File: src/rtl/pmc_pkg.sv
package pmc_pkg;

    localparam int unsigned ADDR_W = 2;
    localparam int unsigned DATA_W = 8;

    localparam logic [ADDR_W-1:0] ADDR_MODE = 2'd0;
    localparam logic [ADDR_W-1:0] ADDR_KEY  = 2'd1;
    localparam logic [ADDR_W-1:0] ADDR_WAKE = 2'd2;
    localparam logic [ADDR_W-1:0] ADDR_WKT  = 2'd3;

    localparam int unsigned MODE_IDLE_BIT = 0;
    localparam int unsigned MODE_PD_BIT   = 1;
    localparam int unsigned MODE_WDT_BIT  = 2;

    localparam logic [DATA_W-1:0] ENTRY_KEY = 8'h55;

    typedef enum logic [1:0] {
        ST_RUN    = 2'd0,
        ST_IDLE   = 2'd1,
        ST_PDOWN  = 2'd2,
        ST_RESUME = 2'd3
    } pmc_state_e;

endpackage

File: src/rtl/pmc_regs.sv
// Register decode and the two-write entry handshake.
module pmc_regs
    import pmc_pkg::*;
#(
    parameter int unsigned PORT_W = 8
) (
    input  logic                clk,
    input  logic                rst_n,
    input  logic                bus_wr,
    input  logic [ADDR_W-1:0]   bus_addr,
    input  logic [DATA_W-1:0]   bus_wdata,
    output logic                enter_idle,
    output logic                enter_pd,
    output logic                wdt_idle,
    output logic [PORT_W-1:0]   wake_en,
    output logic [1:0]          wkt_sel
);

    typedef struct packed {
        logic [1:0]        req;
        logic              wdt_idle;
        logic [PORT_W-1:0] wake_en;
        logic [1:0]        wkt_sel;
    } regs_t;

    regs_t r_d, r_q;

    always_comb begin
        r_d        = r_q;
        enter_idle = 1'b0;
        enter_pd   = 1'b0;
        if (bus_wr) begin
            // Every write that is not a mode write ends an armed request.
            r_d.req = 2'b00;
            unique case (bus_addr)
                ADDR_MODE: begin
                    r_d.req      = {bus_wdata[MODE_PD_BIT], bus_wdata[MODE_IDLE_BIT]};
                    r_d.wdt_idle = bus_wdata[MODE_WDT_BIT];
                end
                ADDR_KEY: begin
                    if ((r_q.req != 2'b00) && (bus_wdata == ENTRY_KEY)) begin
                        enter_pd   = r_q.req[1];
                        enter_idle = ~r_q.req[1];
                    end
                end
                ADDR_WAKE: r_d.wake_en = bus_wdata[PORT_W-1:0];
                default:   r_d.wkt_sel = bus_wdata[1:0];
            endcase
        end
    end

    always_ff @(posedge clk or negedge rst_n) begin
        if (!rst_n) begin
            r_q <= '0;
        end else begin
            r_q <= r_d;
        end
    end

    assign wdt_idle = r_q.wdt_idle;
    assign wake_en  = r_q.wake_en;
    assign wkt_sel  = r_q.wkt_sel;

endmodule

File: src/rtl/pmc_wake.sv
// Wake-source detection while in power-down.
module pmc_wake #(
    parameter int unsigned PORT_W       = 8,
    parameter int unsigned WKT_BASE     = 1024,
    parameter int unsigned USB_WAKE_CYC = 16200
) (
    input  logic              clk,
    input  logic              rst_n,
    input  logic              pd_active,
    input  logic [PORT_W-1:0] port_pins,
    input  logic [PORT_W-1:0] wake_en,
    input  logic [1:0]        wkt_sel,
    input  logic              wkt_tick,
    input  logic              usb_nonidle,
    output logic              wake_req
);

    localparam int unsigned WKT_MAX = WKT_BASE * 4;
    localparam int unsigned WKT_CW  = $clog2(WKT_MAX + 1);
    localparam int unsigned USB_CW  = $clog2(USB_WAKE_CYC + 1);
    localparam logic [USB_CW-1:0] USB_LAST = USB_CW'(USB_WAKE_CYC - 1);

    typedef struct packed {
        logic [WKT_CW-1:0] wkt_cnt;
        logic [USB_CW-1:0] usb_cnt;
    } wake_t;

    wake_t w_d, w_q;

    logic [PORT_W-1:0] pin_hit;
    logic [WKT_CW-1:0] wkt_limit;
    logic              port_hit;
    logic              wkt_hit;
    logic              usb_hit;

    for (genvar i = 0; i < PORT_W; i++) begin : g_pin
        assign pin_hit[i] = wake_en[i] & ~port_pins[i];
    end

    always_comb begin
        unique case (wkt_sel)
            2'd1:    wkt_limit = WKT_CW'(WKT_BASE);
            2'd2:    wkt_limit = WKT_CW'(WKT_BASE * 2);
            default: wkt_limit = WKT_CW'(WKT_BASE * 4);
        endcase
    end

    always_comb begin
        w_d      = w_q;
        port_hit = |pin_hit;
        wkt_hit  = (wkt_sel != 2'd0) && wkt_tick &&
                   (w_q.wkt_cnt == (wkt_limit - WKT_CW'(1)));
        usb_hit  = usb_nonidle && (w_q.usb_cnt == USB_LAST);

        if (!pd_active) begin
            w_d.wkt_cnt = '0;
        end else if (wkt_tick && (wkt_sel != 2'd0) && !wkt_hit) begin
            w_d.wkt_cnt = w_q.wkt_cnt + WKT_CW'(1);
        end

        if (!pd_active || !usb_nonidle) begin
            w_d.usb_cnt = '0;
        end else if (w_q.usb_cnt != USB_LAST) begin
            w_d.usb_cnt = w_q.usb_cnt + USB_CW'(1);
        end

        wake_req = pd_active && (port_hit || wkt_hit || usb_hit);
    end

    always_ff @(posedge clk or negedge rst_n) begin
        if (!rst_n) begin
            w_q <= '0;
        end else begin
            w_q <= w_d;
        end
    end

endmodule

File: src/rtl/pwr_mode_ctrl.sv
// Low-power mode sequencer: run, idle, power-down and resume reset.
module pwr_mode_ctrl
    import pmc_pkg::*;
#(
    parameter int unsigned PORT_W       = 8,
    parameter int unsigned WKT_BASE     = 1024,
    parameter int unsigned USB_WAKE_CYC = 16200,
    parameter int unsigned RST_LEN      = 16
) (
    input  logic              clk,
    input  logic              rst_n,
    input  logic              bus_wr,
    input  logic [1:0]        bus_addr,
    input  logic [7:0]        bus_wdata,
    input  logic [PORT_W-1:0] port_pins,
    input  logic              wkt_tick,
    input  logic              usb_nonidle,
    input  logic              irq_req,
    output logic              cpu_clk_en,
    output logic              osc_en,
    output logic              wdt_clk_en,
    output logic              resume_rst
);

    localparam int unsigned RCW = $clog2(RST_LEN + 1);
    localparam logic [RCW-1:0] RCNT_LAST = RCW'(RST_LEN - 1);

    typedef struct packed {
        pmc_state_e     state;
        logic [RCW-1:0] rcnt;
    } seq_t;

    seq_t s_d, s_q;

    logic              enter_idle;
    logic              enter_pd;
    logic              wdt_idle;
    logic [PORT_W-1:0] wake_en;
    logic [1:0]        wkt_sel;
    logic              wake_req;
    logic              pd_active;

    pmc_regs #(
        .PORT_W (PORT_W)
    ) u_regs (
        .clk        (clk),
        .rst_n      (rst_n),
        .bus_wr     (bus_wr),
        .bus_addr   (bus_addr),
        .bus_wdata  (bus_wdata),
        .enter_idle (enter_idle),
        .enter_pd   (enter_pd),
        .wdt_idle   (wdt_idle),
        .wake_en    (wake_en),
        .wkt_sel    (wkt_sel)
    );

    assign pd_active = (s_q.state == ST_PDOWN);

    pmc_wake #(
        .PORT_W       (PORT_W),
        .WKT_BASE     (WKT_BASE),
        .USB_WAKE_CYC (USB_WAKE_CYC)
    ) u_wake (
        .clk         (clk),
        .rst_n       (rst_n),
        .pd_active   (pd_active),
        .port_pins   (port_pins),
        .wake_en     (wake_en),
        .wkt_sel     (wkt_sel),
        .wkt_tick    (wkt_tick),
        .usb_nonidle (usb_nonidle),
        .wake_req    (wake_req)
    );

    always_comb begin
        s_d = s_q;
        unique case (s_q.state)
            ST_RUN: begin
                if (enter_pd) begin
                    s_d.state = ST_PDOWN;
                end else if (enter_idle) begin
                    s_d.state = ST_IDLE;
                end
            end
            ST_IDLE: begin
                if (irq_req) begin
                    s_d.state = ST_RUN;
                end
            end
            ST_PDOWN: begin
                if (wake_req) begin
                    s_d.state = ST_RESUME;
                    s_d.rcnt  = '0;
                end
            end
            default: begin
                if (s_q.rcnt == RCNT_LAST) begin
                    s_d.state = ST_RUN;
                    s_d.rcnt  = '0;
                end else begin
                    s_d.rcnt = s_q.rcnt + RCW'(1);
                end
            end
        endcase
    end

    always_ff @(posedge clk or negedge rst_n) begin
        if (!rst_n) begin
            s_q <= '{state: ST_RUN, rcnt: '0};
        end else begin
            s_q <= s_d;
        end
    end

    always_comb begin
        cpu_clk_en = (s_q.state == ST_RUN) || (s_q.state == ST_RESUME);
        osc_en     = (s_q.state != ST_PDOWN);
        resume_rst = (s_q.state == ST_RESUME);
        unique case (s_q.state)
            ST_IDLE:  wdt_clk_en = wdt_idle;
            ST_PDOWN: wdt_clk_en = 1'b0;
            default:  wdt_clk_en = 1'b1;
        endcase
    end

endmodule

File: config.mk
export PLATFORM = sky130hd
export DESIGN_NAME = pwr_mode_ctrl
export DESIGN_NICKNAME = d
export VERILOG_FILES = /design/src/rtl/pmc_pkg.sv /design/src/rtl/pmc_regs.sv /design/src/rtl/pmc_wake.sv /design/src/rtl/pwr_mode_ctrl.sv
export SDC_FILE = /design/constraint.sdc
export NUM_CORES = 1
export LEC_CHECK = 0
export BUFFER_PORTS_ARGS = -buffer_cell sky130_fd_sc_hd__buf_2
export CAP_MARGIN = 5
export CORE_UTILIZATION = 30
export CTS_CLUSTER_DIAMETER = 50
export DETAILED_ROUTE_END_ITERATION = 7
export PLACE_DENSITY = 0.53
export SYNTH_ARGS = -nofsm -noshare
export SYNTH_HDL_FRONTEND = slang
export SYNTH_SLANG_ARGS = --single-unit
File: constraint.sdc
create_clock -name clk -period 2 [get_ports clk]
set_input_delay 0.4 -clock clk [delete_from_list [all_inputs] [get_ports clk]]
set_output_delay 0.4 -clock clk [all_outputs]
set_load 0.03 [all_outputs]
[After elaboration in Yosys (flattened, before gate mapping)]
Cells that the tools add are included.
Word-level totals
  RAM bits: 0
  bits of input ports: 24
  flip-flop bits (word level): 47
  logic and storage cells: 96
  memory bits (read-only): 0
  memories kept: 0
  latch bits: 0
Operators by class
  multiplexer cells: 21
  $add $sub $neg: 4
  div/mod/pow operators: 0
  eq/ne operators: 17
  reductions and logical operators: 27
  bitwise logic cells: 19
  shift-type cells: 0
  $mul: 0
  order comparisons: 0
Operators by type and width (number)
  $mux W14: 2
  $mux W13: 2
  $pmux W13 S2: 1
  $add A14 B1 Y14 const B: 1
  $eq A14 B14 Y1 const B: 1
  $ne A14 B14 Y1 const B: 1
  $add A13 B1 Y13 const B: 1
  $eq A13 B13 Y1: 1
  $sub A13 B1 Y13 const B: 1
  $not A1 Y1: 11
  $pmux W5 S2: 1
  $and A1 B1 Y1: 8
  $eq A2 B2 Y1 const B: 4
  $eq A8 B7 Y1 const B: 1
  $mux W2: 4
  $ne A2 B2 Y1 const B: 4
  $reduce_and A2 Y1: 4
  $reduce_or A8 Y1: 1
  $mux W7: 1
  $eq A2 B1 Y1 const B: 3
  $logic_and A1 B1 Y1: 6
  $mux W1: 6
  $pmux W2 S3: 1
  $reduce_bool A2 Y1: 3
  13 further kinds: 19

[Logic depth before layout (Yosys ltp)]
Gate-level depths: netlist of the first run.
  depth after elaboration: 10
  depth in mapped cells: 8
  mapped depth without buffers: 7

[By module]
From an unflattened synthesis of the first run, not the netlist that was laid out.
Unflattened totals
  cells, all modules: 283
  area, all modules: 2785.2 µm²
Modules (own cells, without submodules)
  pmc_wake: cells each 186, times used 1, area each 1642.8 µm²
  pmc_regs: cells each 51, times used 1, area each 656.9 µm²
  pwr_mode_ctrl: cells each 46, times used 1, area each 485.5 µm²

[Least setup slack after synthesis of the first run]
No wires, ideal clock.
  kind: flip-flop to flip-flop
  start point: reg u_wake.w_q[0] in the netlist's numbering
  end point: reg s_q[5] in the netlist's numbering
  clock period less this slack: 2.147 ns
  path slack: -0.147 ns
  cell stages (with the launch flop): 8
  path buffers: 1
  arrival time: 2.019 ns
  required time: 1.872 ns
  path through: dfrtp_1 ha_1 nand4bb_1 or4_1 clkbuf_2 o2111a_2 a21oi_2 mux2_1
Between the ends
  cells in the longest elaborated chain, start to end: 6
RTL lines
  from (decl): line pmc_wake.sv:28  | wake_t w_d, w_q;
  from (signal assigned): line pmc_wake.sv:74  | w_q <= w_d;
  $eq A14 B14 Y1: line pmc_wake.sv:53  | usb_hit = usb_nonidle && (w_q.usb_cnt == USB_LAST);
  $logic_and A1 B1 Y1: line pmc_wake.sv:53
  $logic_or A1 B1 Y1: line pmc_wake.sv:67  | wake_req = pd_active && (port_hit || wkt_hit || usb_hit);
  $logic_and A1 B1 Y1: line pmc_wake.sv:67
  $ne A2 B2 Y1 (no line)
  $reduce_and A4 Y1 (no line)
  to (signal assigned): line pwr_mode_ctrl.sv:110  | s_q <= '{state: ST_RUN, rcnt: '0};
  to (decl): line pwr_mode_ctrl.sv:33  | seq_t s_d, s_q;
No other way between the ends.
A chain may end at the register's enable or synchronous reset.

[Worst setup path after layout of the first run]
Same ends and word-level chain as after synthesis.

==> metrics, run 1 <==
status=finished, violations left; failing checks=setup timing; WL final=5.253 mm; period utilization=103.0%; fill cell count=818; htree depth=2; EDFF count, synth=0; count of final setup violators=6; Total Die Area=0.008626 mm²; worst endpoint data arrival time=2.26 ns; Critical path buffers and inverters=0; crit-path cells=ha_2, nand4bb_1, or4_4, o2111a_2, a21oi_2, mux2_4; Detail Route Antenna Nets=0; CORE AREA=0.007848 mm²; min Tclk post-route=2.059 ns; Max Fanout on Critical Path=2; GRT Util Overall=about 14%; Tot Pwr=roughly 2.8 mW; MaxCap Viol Count=0; Synth area leader=dfrtp_1; synthesis-to-layout area growth=25.40%; worst vdd ir=approximately 0.38 mV; DPL Wire Length=about 3.8 mm; leakage=between 1 and 1.5 nW; RD Place Congestion=0.7337; reg2reg path depth=6; yosys warns=0; post-synth cell types=45; max-slew violations=0; pwr dens=a little under 900 mW/mm²; grt total ovfl=0; DRC Markers=0; register area=between 0.001 and 0.0015 mm²; Initial DRC Count=61; Starting Density=a little under a third; Seq cells post-synth=47; port bufs=27; Worst Hold Class=input pin to async pin; leading cell types in the layout, fill and taps excluded=dfrtp_1, buf_4, buf_2; Yosys top cell area share=between 40% and 50%; proportion of layout cells with a drive suffix above 1=28.81%; CP Launch Type=flip-flop; Die Span X=approximately 93 µm; Num CTS Buffers=5; clk slew on worst S/H paths=around 0.1 ns; Final Skew=around 0.015 ns; RR Startpoint=u_wake.w_q[0]$_DFFE_PN0P_; largest net degree at the start of global routing=between 40 and 50; pre-CTS setup slack=-0.2984 ns; synthesized area=approximately 0.0025 mm²; Fin. Hold Viols=0; later-pin clock latency in the skew report=approximately 0.30 ns; Final Net Count=around 330; Post-Syn Area per Cell=slightly above 10 µm²; chip height=between 90 and 100 µm; Final WS setup=-0.05902 ns; WS Path Type=flip-flop to flip-flop; FF-to-FF setup slack=-0.06 ns; number of antenna diodes=0; Max-slew headroom=68.71%; Critical R2R Capture=s_q[5]$_DFFE_PN0P_; Critical Path RT=2.20 ns; RSZ-0062 raised after global routing=true; # rows=32; CP endpoint kind=flip-flop; Synth area leaders=dfrtp_1, xnor2_1, mux2_2, ha_1, nor2_1; syn_nets=around 280; io pins=28; first-pass GRT wire length=roughly 9.2 mm; DR vias/cell=approximately 4.8; commonest non-fill, non-tap cell in the layout=dfrtp_1; clock sinks=47; Slowest-stage cell, CP=or4_4; Via Count=1,938; Critical Path Max Stage Delay=0.51 ns; initial antenna violation count=0; CTS tree=done; router iterations before antenna repair=6; delay-heaviest family, CP=simple AND/OR/NAND/NOR gates; asr flop ratio synth=100.0%; Syn Inst Count=approximately 240; hold buffer count at cts=0; root buf cell=clkbuf_8; top_reg_cell synth=dfrtp_1; clk buf depth=2; footprint of the multi-input gates=between 0.001 and 0.0015 mm²; vias in the first global route=around 1,900; post-synthesis sequential area ratio=a little under half; Slew @ Worst Pin=0.4682 ns; fmax=~490 MHz; average wire per standard cell=between 10 and 15 µm
[sequential cells by signal, indices dropped and copies added (netlist names)]
register         flops
s_q                  7
u_regs.r_q           2
u_regs.wake_en       8
u_regs.wdt_idle      1
u_regs.wkt_sel       2
u_wake.w_q          27
[power breakdown]
group	switching (mW)	total, mW	internal (mW)
clock	0.329	0.612	0.283
sequential	0.0791	1.13	1.05
combinational	0.532	1.01	0.479
[worst max-delay path by stage]
stage	start	end	slack [ns]	cells past startpoint
after global placement	bus_wdata[1]	s_q[5]$_DFFE_PN0P_	-0.26	6
after floorplan	u_wake.w_q[0]$_DFFE_PN0P_	s_q[5]$_DFFE_PN0P_	-0.13	7
after global routing	u_wake.w_q[1]$_DFFE_PN0P_	s_q[0]$_DFFE_PN0P_	-0.15	6
after CTS	u_wake.w_q[0]$_DFFE_PN0P_	s_q[5]$_DFFE_PN0P_	-0.06	6
after detailed placement	bus_wdata[1]	s_q[5]$_DFFE_PN0P_	-0.30	6
final	u_wake.w_q[0]$_DFFE_PN0P_	s_q[5]$_DFFE_PN0P_	-0.06	6
[worst reg2reg max path, cell delays in order, from the launching register on]
cell and delay (ns):
dfrtp_1 0.37, ha_2 0.18, nand4bb_1 0.11, or4_4 0.51, o2111a_2 0.30, a21oi_2 0.16, mux2_4 0.31
[synthesized netlist by cell type (all sizes together), types with 2 or more instances]
cell     number
dfrtp        47
nor2         23
inv          21
xnor2        17
nand2        15
mux2         12
ha            9
nand4         8
o21ai         8
a21oi         7
and3          7
clkbuf        7
nand3         7
xor2          6
a211oi        5
nor2b         4
mux2i         3
nand2b        3
nand3b        3
nor3          3
nor4          3
or3           3
a2111oi       2
a31oi         2
and4          2
o32ai         2
or4           2
[metal layers]
metal / vias up / wire length, µm / global-route usage, %
met4: 0 / 78 / 4.615
met2: 26 / 2395 / 21.38
met3: 6 / 139 / 2.545
met5: - / 0 / 0
li1: 972 / - / -
met1: 934 / 2640 / 18.98
[logic make-up (layout without fill, tap and decap cells)]
kind of cell | count (synthesis) | count (layout) | synth area share (%)
buffers and inverters | 28 | 86 | 4.293
flip-flops | 47 | 47 | 47.47
AO/OA/AOI/OAI | 34 | 34 | 9.950
AND/OR/NAND/NOR | 88 | 88 | 18.94
adder cells (fa/ha/maj) | 9 | 9 | 4.546
XOR/XNOR | 23 | 23 | 8.131
multiplexers | 15 | 15 | 6.667
[stage by stage]
step	instances	hold WS (ns)	cell area (µm²)	setup TNS, ns	util (%)
3_3_place_gp	391	0.4124	2913	-0.4674	37.12
5_1_grt	404	0.09446	3107	-0.9665	39.59
4_1_cts	399	0.07438	3040	-0.1913	38.74
6_report	404	0.06690	3107	-0.1982	39.59
2_1_floorplan	244	0.1044	2477	-0.1736	-
3_5_place_dp	391	0.4093	2913	-0.7045	37.12
[cell type report]
cell class	count	share of cell area, %
Multi-Input combinational cell	169	40.07
Clock buffer	6	2.658
Inverter	21	2.537
Clock inverter	2	0.4430
Sequential cell	47	37.86
Timing Repair Buffer	57	12.32
Tap cell	102	4.108
[timing repair]
action	in CTS	in global routing
buffers inserted	0	4
setup endpoints to repair	9	11
pin swaps	0	3
cloned	0	1
gates resized for setup	10	6
(Power assumes the default switching activity.)
==> run 2, diff against run 1 <==
--- a/config.mk
+++ b/config.mk
@@ -7,10 +7,11 @@
 export LEC_CHECK = 0
 export BUFFER_PORTS_ARGS = -buffer_cell sky130_fd_sc_hd__buf_2
 export CAP_MARGIN = 5
+export CORE_MARGIN = 8
 export CORE_UTILIZATION = 30
 export CTS_CLUSTER_DIAMETER = 50
 export DETAILED_ROUTE_END_ITERATION = 7
-export PLACE_DENSITY = 0.53
+export RECOVER_POWER = 50
 export SYNTH_ARGS = -nofsm -noshare
 export SYNTH_HDL_FRONTEND = slang
 export SYNTH_SLANG_ARGS = --single-unit
==> run 2 against run 1 <==
Effect of this change:
- via count down 2.4%
- critical path type unchanged
- the flow still finishes with violations (setup timing)
- clock skew decreased by 0.0050 ns
- die area up 32%
- maximum frequency down 0.79%
==> metrics, run 2 (synthesis gave the netlist of run 1 again) <==
period utilization=103.8%; CP Launch Type=flip-flop; CORE AREA=a little over 0.008 mm²; Fin. Hold Viols=0; clk buf depth=2; Util after Layout=a little under two fifths; # rows=33; count of final setup violators=4; number of antenna diodes=0; chip height=approximately 110 µm; fmax=slightly below 500 MHz; Slew @ Worst Pin=between 1 and 1.5 ns; Final Net Count=around 330; reg2reg path depth=6; fill cell count=~850; CTS tree=done; grt total ovfl=0; max reg flops=27; Final Skew=approximately 0.01 ns; CP endpoint kind=flip-flop; failing checks=setup timing; initial antenna violation count=0; met2 GRT Util=roughly 15%; worst vdd ir=roughly 0.42 mV; Initial DRC Count=between 50 and 60; DPL Wire Length=about 3.9 mm; Final WS setup=-0.07539 ns; Worst Hold Class=input pin to flip-flop; io pins=28; synthesis-to-layout area growth=21.82%; root buf cell=clkbuf_8; Critical Path RT=2.18 ns; DP Area=0.002897 mm²; WS Path Type=flip-flop to flip-flop; vias in the first global route=roughly 1,900; DR vias/cell=4.704; Top reg by flops=u_wake.w_q; min Tclk post-route=2.075 ns; Total Die Area=~0.011 mm²; FF-to-FF setup slack=-0.08 ns; hold slack=about 0.35 ns; max-slew violations=0; Hold Path Cell Cnt=2; RSZ-0062 raised after global routing=true; leakage=about 1.3 nW; largest net degree at the start of global routing=48; Num CTS Buffers=5; GRT Util Overall=about a tenth; Design Area, Final=between 0.003 and 0.004 mm²; RD Place Congestion=around 0.78; leading cell types in the layout, fill and taps excluded=dfrtp_1, buf_4, buf_2; port bufs=27; clock sinks=47; commonest non-fill, non-tap cell in the layout=dfrtp_1; router iterations before antenna repair=4; pwr dens=857.8 mW/mm²; Most Crowded Layer GR=met2; later-pin clock latency in the skew report=~0.3 ns; hold buffer count at cts=0; status=finished, violations left; met1 usage=between 10% and 20%; Max-slew headroom=21.45%; WL final=5.150 mm; Detail Route Antenna Nets=0; Die Span X=106.9 µm; worst endpoint data arrival time=around 2.3 ns; MaxCap Viol Count=0; grt met3 use=around 1.6%; average wire per standard cell=~13 µm; DRC Markers=0; proportion of layout cells with a drive suffix above 1=around a quarter; first-pass GRT wire length=between 8 and 9 mm; clk slew on worst S/H paths=0.08 ns; Max Fanout on Critical Path=2; htree depth=2; Starting Density=a little under a third; Via Count=approximately 1,900
-- run 2: changes by cell type in the layout (fill, tap and decap cells not counted), sizes merged --
cell,before,now
inv,22,21
buf,57,50
clkinv,1,3
clkbuf,6,7
-- run 2: timing repair --
| action | 4_1_cts | 5_1_grt |
|---|---|---|
| setup buffers | 0 | 1 |
| resized for setup | 4 | 7 |
| endpoints found under the hold margin | 0 | 0 |
| pin swaps | 1 | 3 |
| endpoints found under the setup margin | 8 | 18 |
-- run 2: metrics by stage --
step / power (mW) / setup TNS [ns] / worst slack [ns] / instances
after floorplan: 1.695 / -0.1736 / -0.1308 / 244
after global placement: 1.985 / -0.5335 / -0.3002 / 393
after detailed placement: 2.016 / -0.6884 / -0.3208 / 393
after CTS: 2.586 / -0.1884 / -0.07836 / 401
after global routing: 2.751 / -0.6886 / -0.1359 / 402
final: 2.589 / -0.1074 / -0.07539 / 402
-- run 2: metal layers --
metal | vias to the layer above | wire length, µm
met5 | - | 0
met4 | 0 | 74
met3 | 5 | 110
met2 | 25 | 2375
met1 | 894 | 2589
li1 | 967 | -
-- run 2: cell type report --
cell class,count,area (µm²),area share [%]
clock buffer,5,68.82,2.280
tap,105,131.4,4.353
clock inverter,3,15.01,0.4975
sequential,47,1176,38.97
multi-input combinational,169,1220,40.42
timing repair buffer,52,327.8,10.86
inverter,21,78.83,2.612
-- run 2: where the power goes --
group	internal [mW]	switching, mW	total (mW)
combinational	0.404	0.502	0.906
clock	0.240	0.313	0.553
sequential	1.05	0.0752	1.13
-- run 2: final timing paths --
kind	end	from
max	s_q[5]$_DFFE_PN0P_	u_wake.w_q[1]$_DFFE_PN0P_
min	u_regs.wake_en[7]$_DFFE_PN0P_	bus_wdata[7]
max reg2reg	s_q[5]$_DFFE_PN0P_	u_wake.w_q[1]$_DFFE_PN0P_
min reg2reg	u_regs.wake_en[4]$_DFFE_PN0P_	u_regs.wake_en[4]$_DFFE_PN0P_
max in group asynchronous	u_regs.r_q[11]$_DFFE_PN0P_	rst_n
min in group asynchronous	u_wake.w_q[19]$_DFFE_PN0P_	rst_n
-- run 2: critical path, cell delays in order, from the launching register on --
cell and delay, ns:
dfrtp_1 0.36, ha_2 0.19, nand4bb_1 0.10, or4_4 0.50
o2111a_2 0.31, a21oi_2 0.19, mux2_4 0.32
==> run 3, diff against run 2 <==
--- a/config.mk
+++ b/config.mk
@@ -5,10 +5,11 @@
 export SDC_FILE = /design/constraint.sdc
 export NUM_CORES = 1
 export LEC_CHECK = 0
+export ABC_AREA = 1
 export BUFFER_PORTS_ARGS = -buffer_cell sky130_fd_sc_hd__buf_2
 export CAP_MARGIN = 5
-export CORE_MARGIN = 8
 export CORE_UTILIZATION = 30
+export CTS_BUF_LIST = sky130_fd_sc_hd__clkbuf_16
 export CTS_CLUSTER_DIAMETER = 50
 export DETAILED_ROUTE_END_ITERATION = 7
 export RECOVER_POWER = 50
==> run 3 against run 2 <==
Effect of this change:
- cell count rose by 27%
- sequential share of layout area fell by 2.2 points
- maximum frequency rose by 9.9%
- hold slack got worse by 0.029 ns
- highest routed layer unchanged
- largest cell class unchanged
- utilization fell by 0.66 points
- register-to-register slack improved by 0.28 ns
- global-route usage rose by 3.6 points
- first-iteration DRC count rose by 140%
- combinational power fell by 44%
- die area fell by 17%
- sequential power barely moved
- the run now ends clean
- worst setup slack improved by 0.19 ns
==> metrics, run 3 <==
status=completed; pre-CTS setup slack=0.1608 ns; number of antenna diodes=0; RSZ-0062 raised after global routing=false; WS Path Type=flip-flop to output port; CORE AREA=between 0.008 and 0.009 mm²; later-pin clock latency in the skew report=a little under 0.3 ns; chip height=97.11 µm; initial antenna violation count=0; main combinational cell family by area after synthesis=simple AND/OR/NAND/NOR gates; Post-Syn Area per Cell=approximately 7.5 µm²; Initial DRC Count=approximately 140; Worst Hold Class=input pin to async pin; top_reg_cell synth=dfrtp_1; leading cell types in the layout, fill and taps excluded=nand2_1, inv_1, dfrtp_1; vias in the first global route=around 2,300; Synth area leader=dfrtp_1; WL final=around 5.8 mm; min Tclk post-route=approximately 1.9 ns; Starting Density=between 30% and 40%; Critical Path Max Stage Delay=roughly 0.40 ns; count of final setup violators=0; DR vias/cell=roughly 4.6; Final WS setup=around 0.11 ns; Max-slew headroom=23.07%; post-CTS setup buffer count=0; post-synthesis mux area share=1.245%; grt total ovfl=0; first-pass GRT wire length=a little over 10 mm; worst endpoint data arrival time=approximately 1.5 ns; worst vdd ir=between 0.3 and 0.4 mV; io pins=28; router iterations before antenna repair=4; Final Skew=0.004672 ns; Synth Area in Compound Gates=slightly below 8%; Fin. Hold Viols=0; GRT Util Overall=roughly an eighth; leakage=1.573 nW; proportion of layout cells with a drive suffix above 1=between 10% and 20%; cts repair resizes=0; asr flop ratio synth=between 90% and 100%; Max Fanout on Critical Path=9; root buf cell=clkbuf_16; delay-heaviest family, CP=buffers and inverters; syn_nets=just under 400; XOR/XNOR Fraction of Synth Area=between 3 and 4%; Num CTS Buffers=5; crit-path cells=inv_1, ha_1, inv_2, buf_4, buf_2; Total Die Area=approximately 0.0094 mm²; Post-Synth Simple-Gate Area=31.44%; max reg flops=27; most frequent cell after synthesis=nand2_1; EDFF count, synth=0; RD Place Congestion=between 0.7 and 0.8; Critical Path RT=roughly 1.6 ns; fmax=between 500 and 600 MHz; Final Net Count=~430; Yosys top cell area share=a little over two fifths; synthesis-to-layout area growth=17.70%; DPL Wire Length=about 4.4 mm; clk buf depth=2; CTS tree=done; Detail Route Antenna Nets=0; htree depth=2; clock sinks=47; post-synthesis sequential area ratio=between 40% and 50%; Via Count=around 2,400; TNS Setup=0 ns; period utilization=a little over nine tenths; average wire per standard cell=approximately 11 µm; Top reg by flops=u_wake.w_q; DRC Markers=0; yosys warns=0; synth cell count leaders=nand2_1, inv_1, dfrtp_1, nor2_1, nand3_1; post-synth cell types=28; MaxCap Viol Count=0; largest net degree at the start of global routing=21; hold buffer count at cts=0; Syn Inst Count=360; Slowest-stage cell, CP=dfrtp_1; Seq cells post-synth=47; Die Span X=a little under 100 µm; max-slew violations=0; synthesized area=0.002714 mm²; pwr dens=roughly 810 mW/mm²; Synth area leaders=dfrtp_1, nand2_1, inv_1, nand3_1, nor2_1; # rows=34; CP Launch Type=flip-flop; Slew @ Worst Pin=1.154 ns; port bufs=27; clk slew on worst S/H paths=approximately 0.070 ns; Critical path buffers and inverters=4; commonest non-fill, non-tap cell in the layout=nand2_1; Synth Area in Adders=4.149%; CP endpoint kind=output port
[run 3: cell count changes in the layout (fill, tap and decap cells not counted), moves of 8 or more]
cell,change
nand2_1,+76
inv_1,+32
nand3_1,+31
buf_4,-17
nor2_1,+16
xnor2_1,-16
o21ai_0,+14
mux2_2,-8
[run 3: kinds of logic after synthesis]
logic type | after synthesis
compound gates | 38
xor+xnor | 11
fa+ha+maj | 9
buf+inv | 58
flops | 47
mux | 3
simple gates | 194
[run 3: layout make-up]
type / count / area [µm²]
fill: 917 / 5527
multi-input combinational: 255 / 1310
sequential: 47 / 1176
inverter: 54 / 202.7
timing repair buffer: 37 / 201.4
tap: 108 / 135.1
clock buffer: 5 / 125.1
clock inverter: 3 / 43.79
[run 3: worst register-to-register path, delay by kind of cell (launching register included)]
kind | cells | cell delay, ns
AO/OA/AOI/OAI | 1 | 0.28
XOR/XNOR | 1 | 0.14
adder cells (fa/ha/maj) | 1 | 0.30
buffers and inverters | 3 | 0.24
flip-flops | 1 | 0.37
AND/OR/NAND/NOR | 4 | 0.35
[run 3: final timing paths]
check / startpoint / to / slack (ns) / cells after the start
max: s_q[5]$_DFFE_PN0P_ / osc_en / 0.11 / 5
min: rst_n / u_wake.w_q[0]$_DFFE_PN0P_ / 0.32 / 1
max reg2reg: u_regs.wkt_sel[0]$_DFFE_PN0P_ / u_wake.w_q[14]$_DFFE_PN0P_ / 0.20 / 10
min reg2reg: s_q[4]$_DFFE_PN0P_ / s_q[4]$_DFFE_PN0P_ / 0.48 / 2
max in group asynchronous: rst_n / s_q[5]$_DFFE_PN0P_ / 0.58 / 2
min in group clk: bus_wdata[6] / u_regs.wake_en[6]$_DFFE_PN0P_ / 0.36 / 2
[run 3: where the power goes]
group / switching (mW) / leakage (nW) / total, mW / internal, mW
logic: 0.308 / 0.859 / 0.509 / 0.201
registers: 0.0652 / 0.630 / 1.10 / 1.04
clock network: 0.370 / 0.0838 / 0.960 / 0.590
total: 0.744 / 1.57 / 2.57 / 1.83
[run 3: layer usage]
metal  vias to the layer above  part of all wire, %  global-route usage, %
met5                         -                    0                      0
met4                         0                  1.1                  3.904
met3                         4                  3.0                  2.446
met2                        44                   47                  22.21
met1                      1076                   49                  16.89
li1                       1230                    -                      -
[run 3: stage by stage]
stage | hold WS (ns) | util [%] | power, mW | cell area [µm²] | instances
after global routing | 0.3621 | 36.63 | 2.726 | 3194 | 509
after global placement | 0.3965 | 34.51 | 1.606 | 3009 | 496
final | 0.3192 | 36.63 | 2.573 | 3194 | 509
after CTS | 0.09240 | 36.44 | 2.589 | 3178 | 504
after detailed placement | 0.3949 | 34.51 | 1.621 | 3009 | 496
after floorplan | 0.1044 | - | 1.477 | 2714 | 360
